$ cat config.mk
export PLATFORM = sky130hd
export DESIGN_NAME = rted_unit
export DESIGN_NICKNAME = d
export VERILOG_FILES = /design/src/rtl/rtedu_pkg.sv /design/src/rtl/rted_decode.sv /design/src/rtl/rted_target.sv /design/src/rtl/rted_seq.sv /design/src/rtl/rted_unit.sv
export SDC_FILE = /design/constraint.sdc
export NUM_CORES = 1
export LEC_CHECK = 0
export CAP_MARGIN = 20
export CORE_MARGIN = 2
export CORE_UTILIZATION = 37
export CTS_CLUSTER_SIZE = 30
export DETAILED_ROUTE_END_ITERATION = 6
export PLACE_DENSITY = 0.82
export SYNTH_ARGS = -nofsm -noshare
export SYNTH_HDL_FRONTEND = slang
export SYNTH_HIERARCHICAL = 1
export SYNTH_SLANG_ARGS = --single-unit
$ cat constraint.sdc
create_clock -name clk -period 2.8 [get_ports clk]
set_input_delay 0.56 -clock clk [delete_from_list [all_inputs] [get_ports clk]]
set_output_delay 0.56 -clock clk [all_outputs]
set_load 0.02 [all_outputs]
$ cat src/rtl/rtedu_pkg.sv
// Shared definitions for the exception return unit.
// Assumes 32-bit instruction words with the opcode in the top six bits.
package rtedu_pkg;

    localparam int INSTR_W = 32;
    localparam int OPC_W   = 6;
    localparam int SUB_W   = 5;
    localparam int IDX_W   = 5;

    localparam logic [OPC_W-1:0] OPC_RET  = 6'b101101;
    localparam logic [OPC_W-1:0] OPC_IMM  = 6'b101100;
    localparam logic [OPC_W-1:0] OPC_BR   = 6'b100110;
    localparam logic [OPC_W-1:0] OPC_BRC  = 6'b100111;
    localparam logic [OPC_W-1:0] OPC_BRI  = 6'b101110;
    localparam logic [OPC_W-1:0] OPC_BRCI = 6'b101111;
    localparam logic [SUB_W-1:0] SUB_RET  = 5'b10100;

    typedef enum logic [1:0] {
        SEQ_IDLE = 2'd0,
        SEQ_SLOT = 2'd1,
        SEQ_DONE = 2'd2
    } seq_state_e;

    // True for opcodes that must not sit in a delay slot.
    function automatic logic slot_forbidden(input logic [OPC_W-1:0] opc);
        return (opc == OPC_IMM)  || (opc == OPC_BR)  || (opc == OPC_BRC) ||
               (opc == OPC_BRI)  || (opc == OPC_BRCI) || (opc == OPC_RET);
    endfunction

endpackage

$ cat src/rtl/rted_decode.sv
// Field splitter and classifier for the decode-stage word.
// Purely combinational; assumes the word layout in rtedu_pkg.
module rted_decode
    import rtedu_pkg::*;
#(
    parameter int IMM_W = 16
) (
    input  logic [INSTR_W-1:0] instr,
    output logic               is_ret,
    output logic               is_forbidden,
    output logic [IDX_W-1:0]   base_idx,
    output logic [IMM_W-1:0]   imm
);
    localparam int OPC_LSB = INSTR_W - OPC_W;
    localparam int SUB_LSB = OPC_LSB - SUB_W;
    localparam int IDX_LSB = SUB_LSB - IDX_W;

    logic [OPC_W-1:0] opc;
    logic [SUB_W-1:0] sub;

    // Split the word into its fields.
    always_comb begin
        opc      = instr[INSTR_W-1:OPC_LSB];
        sub      = instr[OPC_LSB-1:SUB_LSB];
        base_idx = instr[SUB_LSB-1:IDX_LSB];
        imm      = instr[IMM_W-1:0];
    end

    // Classify the word as a return or as a forbidden slot occupant.
    always_comb begin
        is_ret       = (opc == OPC_RET) && (sub == SUB_RET);
        is_forbidden = slot_forbidden(opc);
    end

endmodule

$ cat src/rtl/rted_target.sv
// Target adder and holding register.
// Adds the sign-extended immediate to the base value on load and keeps the
// sum until the next load. Assumes XLEN >= IMM_W.
module rted_target #(
    parameter int XLEN  = 32,
    parameter int IMM_W = 16
) (
    input  logic             clk,
    input  logic             rst_n,
    input  logic             load,
    input  logic [XLEN-1:0]  base,
    input  logic [IMM_W-1:0] imm,
    output logic [XLEN-1:0]  target
);
    localparam int EXT_W = XLEN - IMM_W;

    logic [XLEN-1:0] imm_ext;

    // Widen the immediate by copying its sign bit.
    generate
        if (EXT_W > 0) begin : g_ext
            assign imm_ext = {{EXT_W{imm[IMM_W-1]}}, imm};
        end else begin : g_noext
            assign imm_ext = imm[XLEN-1:0];
        end
    endgenerate

    // Capture the sum at decode.
    always_ff @(posedge clk) begin
        if (!rst_n)
            target <= '0;
        else if (load)
            target <= base + imm_ext;
    end

endmodule

$ cat src/rtl/rted_seq.sv
// Sequencer: decode, delay-slot wait, redirect.
// Holds interrupts and breaks over the sequence, issues the status write,
// and raises the privilege exception. Assumes priv_block is already gated
// by the privilege-check parameter.
module rted_seq
    import rtedu_pkg::*;
#(
    parameter logic [4:0] PRIV_CAUSE = 5'b00111
) (
    input  logic       clk,
    input  logic       rst_n,
    input  logic       instr_valid,
    input  logic       dec_ret,
    input  logic       dec_forbidden,
    input  logic       priv_block,
    input  logic       cur_ums,
    input  logic       cur_vms,
    input  logic       irq_req,
    input  logic       brk_req,
    output logic       load_target,
    output logic       busy,
    output logic       branch_valid,
    output logic       st_we,
    output logic       st_ee,
    output logic       st_eip,
    output logic       st_um,
    output logic       st_vm,
    output logic       priv_exc,
    output logic       esr_we,
    output logic [4:0] esr_cause,
    output logic       irq_take,
    output logic       brk_take,
    output logic       ds_illegal
);
    seq_state_e state;
    logic       hit;
    logic       hold;
    logic       priv_q;
    logic       ums_q;
    logic       vms_q;
    logic       bad_q;

    // Recognise a return accepted in the idle state.
    always_comb begin
        hit         = instr_valid && dec_ret && (state == SEQ_IDLE);
        load_target = hit && !priv_block;
        hold        = hit || (state != SEQ_IDLE);
    end

    // Advance the sequence and capture saved bits and slot class.
    always_ff @(posedge clk) begin
        if (!rst_n) begin
            state  <= SEQ_IDLE;
            priv_q <= 1'b0;
            ums_q  <= 1'b0;
            vms_q  <= 1'b0;
            bad_q  <= 1'b0;
        end else begin
            priv_q <= 1'b0;
            case (state)
                SEQ_IDLE: begin
                    if (hit) begin
                        if (priv_block) begin
                            priv_q <= 1'b1;
                        end else begin
                            state <= SEQ_SLOT;
                            ums_q <= cur_ums;
                            vms_q <= cur_vms;
                        end
                    end
                end
                SEQ_SLOT: begin
                    if (instr_valid) begin
                        state <= SEQ_DONE;
                        bad_q <= dec_forbidden;
                    end
                end
                default: begin
                    state <= SEQ_IDLE;
                end
            endcase
        end
    end

    // Drive redirect, status, exception and hold outputs from the state.
    always_comb begin
        busy         = (state != SEQ_IDLE);
        branch_valid = (state == SEQ_DONE);
        st_we        = branch_valid;
        st_ee        = branch_valid;
        st_eip       = 1'b0;
        st_um        = branch_valid && ums_q;
        st_vm        = branch_valid && vms_q;
        ds_illegal   = branch_valid && bad_q;
        priv_exc     = priv_q;
        esr_we       = priv_q;
        esr_cause    = priv_q ? PRIV_CAUSE : 5'b00000;
        irq_take     = irq_req && !hold;
        brk_take     = brk_req && !hold;
    end

endmodule

$ cat src/rtl/rted_unit.sv
// Exception return control unit, top level.
// Ties the decoder, target adder and sequencer together; the privilege
// gate is chosen by PRIV_CHECK. Assumes a same-cycle register file read.
module rted_unit #(
    parameter int         XLEN       = 32,
    parameter int         IMM_W      = 16,
    parameter int         PRIV_CHECK = 1,
    parameter logic [4:0] PRIV_CAUSE = 5'b00111
) (
    input  logic            clk,
    input  logic            rst_n,
    input  logic            instr_valid,
    input  logic [31:0]     instr,
    input  logic [XLEN-1:0] base_val,
    input  logic            cur_um,
    input  logic            cur_ums,
    input  logic            cur_vms,
    input  logic            irq_req,
    input  logic            brk_req,
    output logic [4:0]      base_idx,
    output logic            busy,
    output logic            branch_valid,
    output logic [XLEN-1:0] branch_target,
    output logic            st_we,
    output logic            st_ee,
    output logic            st_eip,
    output logic            st_um,
    output logic            st_vm,
    output logic            priv_exc,
    output logic            esr_we,
    output logic [4:0]      esr_cause,
    output logic            irq_take,
    output logic            brk_take,
    output logic            ds_illegal
);
    logic             dec_ret;
    logic             dec_forbidden;
    logic [IMM_W-1:0] dec_imm;
    logic             priv_block;
    logic             load_target;

    // Select whether user mode blocks the return.
    generate
        if (PRIV_CHECK != 0) begin : g_priv
            assign priv_block = cur_um;
        end else begin : g_nopriv
            assign priv_block = 1'b0;
        end
    endgenerate

    rted_decode #(.IMM_W(IMM_W)) u_dec (
        .instr        (instr),
        .is_ret       (dec_ret),
        .is_forbidden (dec_forbidden),
        .base_idx     (base_idx),
        .imm          (dec_imm)
    );

    rted_target #(.XLEN(XLEN), .IMM_W(IMM_W)) u_tgt (
        .clk    (clk),
        .rst_n  (rst_n),
        .load   (load_target),
        .base   (base_val),
        .imm    (dec_imm),
        .target (branch_target)
    );

    rted_seq #(.PRIV_CAUSE(PRIV_CAUSE)) u_seq (
        .clk           (clk),
        .rst_n         (rst_n),
        .instr_valid   (instr_valid),
        .dec_ret       (dec_ret),
        .dec_forbidden (dec_forbidden),
        .priv_block    (priv_block),
        .cur_ums       (cur_ums),
        .cur_vms       (cur_vms),
        .irq_req       (irq_req),
        .brk_req       (brk_req),
        .load_target   (load_target),
        .busy          (busy),
        .branch_valid  (branch_valid),
        .st_we         (st_we),
        .st_ee         (st_ee),
        .st_eip        (st_eip),
        .st_um         (st_um),
        .st_vm         (st_vm),
        .priv_exc      (priv_exc),
        .esr_we        (esr_we),
        .esr_cause     (esr_cause),
        .irq_take      (irq_take),
        .brk_take      (brk_take),
        .ds_illegal    (ds_illegal)
    );

endmodule

==> results by group <==
Finish
  – Multi-input gate area: 2590 sq um
  – Final net count: 738
  – Share of cells above drive strength 1: 22.2%
  – Filler Cell Count: 841
  – Area Overhead vs Synth: 55.0%
  – Reg area: roughly 760 sq um
  – Design area: 5560 sq um
  – ANT cells: 0

Critical path
  – Data arrival, critical path: a little under 3 ns
  – CP Launch Type: input pin
  – CP bufs+invs: 1
  – CP Capture Type: flip-flop
  – Max FO, Critical Path: 5
  – Worst endpoint required time: 3.00 ns
  – Slowest cell on crit path: fa_2
  – Delay-heaviest family, CP: compound AO/OA/AOI/OAI gates
  – Crit Path Category: in2reg
  – Ordered cell list for the critical path: dlygate4sd2_1, ha_2, fa_2, a21o_1, a221oi_4, o2111a_2, nor4_1, or3_1, a32o_1
  – Largest stage delay, worst path: 0.41 ns

Power and ir drop
  – Cell Pwr Density: approximately 320 nW/um^2
  – Leakage power: 2.32 nW
  – VDD IR max: between 0.00015 and 0.0002 V

Synthesis
  – Post-synthesis sequential area ratio: between 20% and 30%
  – Asr flop ratio synth: 0%
  – Post-synth cell types: 70
  – Share of the synthesized area in the top cell type: 21.2%
  – Post-synth EDFFs: 0
  – #FFs+latches synth: 38
  – Mapped Avg Cell Area: slightly below 8 sq um
  – Synth Flop Type: dfxtp_1
  – Syn Inst Count: about 460
  – Synth Warn #: 6
  – Synth area leader: dfxtp_1
  – Top post-synthesis cells by area: dfxtp_1 (21%), ha_1 (11%), buf_4 (6.3%), o21ai_0 (4.9%), nand2_1 (4.5%)
  – Mapped cell area: approximately 3600 sq um

Job
  – Max Cap Violations: 0

Detailed routing
  – # DRC: 0
  – Post-route ant nets: 0
  – DR WL/cell: about 16 microns
  – DRT Pass-1 Iters: 5
  – Wirelength, routed: 12.1 mm
  – Post-DR vias/cell: 5.54
  – Starting DRT DRC Count: 240
  – DR vias: 4229

Die
  – Die width: between 100 and 150 microns
  – Row count: 35
  – Boundary Pins: 126
  – Vert. Die Dim: 102 microns
  – Die area: 10500 sq um
  – Core Region: approximately 9300 sq um
  – Initial core utilization: 38.4%

Global routing
  – Number of global-route vias before repair: 4162
  – First-pass GRT wire length: 19.2 mm
  – Initial antenna violation count: 0
  – Pin count of the biggest net entering global routing: 22
  – Gr usage total: 22.9%
  – Congestion Overflow GR: 0

CTS
  – H-Tree Depth: 2
  – Root Buffer: clkbuf_8
  – Num CTS Buffers: 5
  – Clk sink count: 38
  – CTS clock-pin slew for the worst setup and hold paths: 0.09 ns
  – CTS tree: built
  – CTS Buffer Depth: 2
  – Cts hold-fix bufs: 0
  – Worst skew pair latency: 0.30 ns

Timing
  – Min Tclk post-route: about 2.7 ns
  – Final setup viols: 0
  – RSZ-0062 raised after global routing: true
  – Setup_tns: 0 ns
  – Tcrit/Tclk final: 98.0%
  – Worst-case clock skew: 0.00531 ns
  – Max Fclk: between 0.3 and 0.4 GHz
  – Final hold viol count: 0
  – Slew headroom: 46.7%
  – Slew Viols, Final: 0
  – Slew @ Worst Pin: 0.797 ns

Run status
  – Status: finished, final reports clean

Place
  – Port bufs: approximately 110
  – RePlAce Congestion: 0.945
  – Area of placed instances: around 5400 sq um
  – Hpwl dp: about 9.9 mm

Hold path
  – Hold WC Path Type: reg2reg
[final cells by class]
class / instances / area share [%]
Multi-Input combinational cell: 366 / 46.5
Timing Repair Buffer: 214 / 34.2
Sequential cell: 38 / 13.7
Tap cell: 129 / 2.90
Clock buffer: 5 / 1.24
Clock inverter: 3 / 0.810
Inverter: 9 / 0.608
[through the flow]
| step | power [mW] | std cells | hold WS, ns | utilization [%] | setup slack, ns |
|---|---|---|---|---|---|
| 3_5_place_dp | 1.26 | 753 | 0.446 | 57.5 | -0.491 |
| 4_1_cts | 1.75 | 762 | 0.459 | 58.9 | 0.00392 |
| 2_1_floorplan | 0.931 | 460 | 0.430 | - | 0.0131 |
| 3_3_place_gp | 1.23 | 753 | 0.441 | 57.5 | -0.415 |
| 5_1_grt | 1.86 | 764 | 0.487 | 59.6 | -0.0235 |
| 6_report | 1.77 | 764 | 0.463 | 59.6 | 0.0551 |
[repair_timing]
item / in CTS / in global routing
setup buffers: 1 / 2
endpoints found under the setup margin: 8 / 14
pin swaps: 9 / 7
resized for setup: 11 / 17
[registers in the layout (all words and copies together) (netlist names)]
register and count:
u_seq/bad_q 1, u_seq/state 2, u_seq/esr_we 1, u_seq/vms_q 1, u_seq/ums_q 1, u_tgt/target 32
[final timing paths]
check,cells past startpoint,slack (ns),from,end
max,9,0.06,instr[0],u_tgt/target[26]
min,2,0.46,u_seq/ums_q,u_seq/ums_q
max reg2reg,7,0.96,u_seq/state[0],u_tgt/target[23]
min reg2reg,2,0.46,u_seq/ums_q,u_seq/ums_q
[logic make-up after synthesis]
logic type      after synthesis  share of synthesized area [%]
simple gates                162                           24.3
compound gates              145                           27.6
buf+inv                      56                           9.04
flops                        38                           21.2
fa+ha+maj                    32                           11.4
xor+xnor                     13                           3.18
mux                          11                           3.11
other cells                   1                          0.105
[placed cells by master (no fill, tap or decap), types with 10 or more instances in the layout]
| master | instances |
|---|---|
| nand3_1 | 12 |
| buf_4 | 100 |
| o21ai_0 | 34 |
| nand2_1 | 43 |
| mux2i_1 | 10 |
| ha_1 | 28 |
| dfxtp_1 | 38 |
| a21o_1 | 12 |
| a21oi_1 | 27 |
| clkdlybuf4s50_1 | 107 |
| nor2_1 | 30 |
[synth_stat cells, types with 7 or more instances]
| master | number |
|---|---|
| dfxtp_1 | 38 |
| mux2i_1 | 10 |
| and3_1 | 10 |
| inv_1 | 9 |
| o21a_1 | 8 |
| nand2_1 | 43 |
| o211ai_1 | 7 |
| nor3_1 | 8 |
| a21o_1 | 12 |
| or3_1 | 10 |
| ha_1 | 31 |
| nand3_1 | 12 |
| o21ai_0 | 35 |
| nor2_1 | 30 |
| nand4_1 | 7 |
| clkbuf_1 | 16 |
| buf_4 | 30 |
| xnor2_1 | 8 |
| a21oi_1 | 29 |
| and2_1 | 7 |
| nand2b_1 | 8 |
[report_power, final]
part | total (mW) | internal, mW | leakage, nW | switching [mW]
logic | 0.738 | 0.383 | 1.96 | 0.355
clock network | 0.488 | 0.265 | 0.0504 | 0.222
registers | 0.540 | 0.540 | 0.306 | 0.0000429
[layer usage]
metal	share of wire [%]	wire length (microns)	up-vias	track usage [%]
met2	51	6160	163	41.4
met3	5.6	675	33	3.83
met5	0	0	-	0
li1	-	-	2036	-
met1	41	4980	1997	27.1
met4	2.6	316	0	7.79
[worst min-delay path, cell delays in order (launching register included)]
cell	delay, ns
dfxtp_1	0.31
nand2_1	0.05
mux2i_1	0.05
Note: power is estimated with default switching activity, not from simulation.
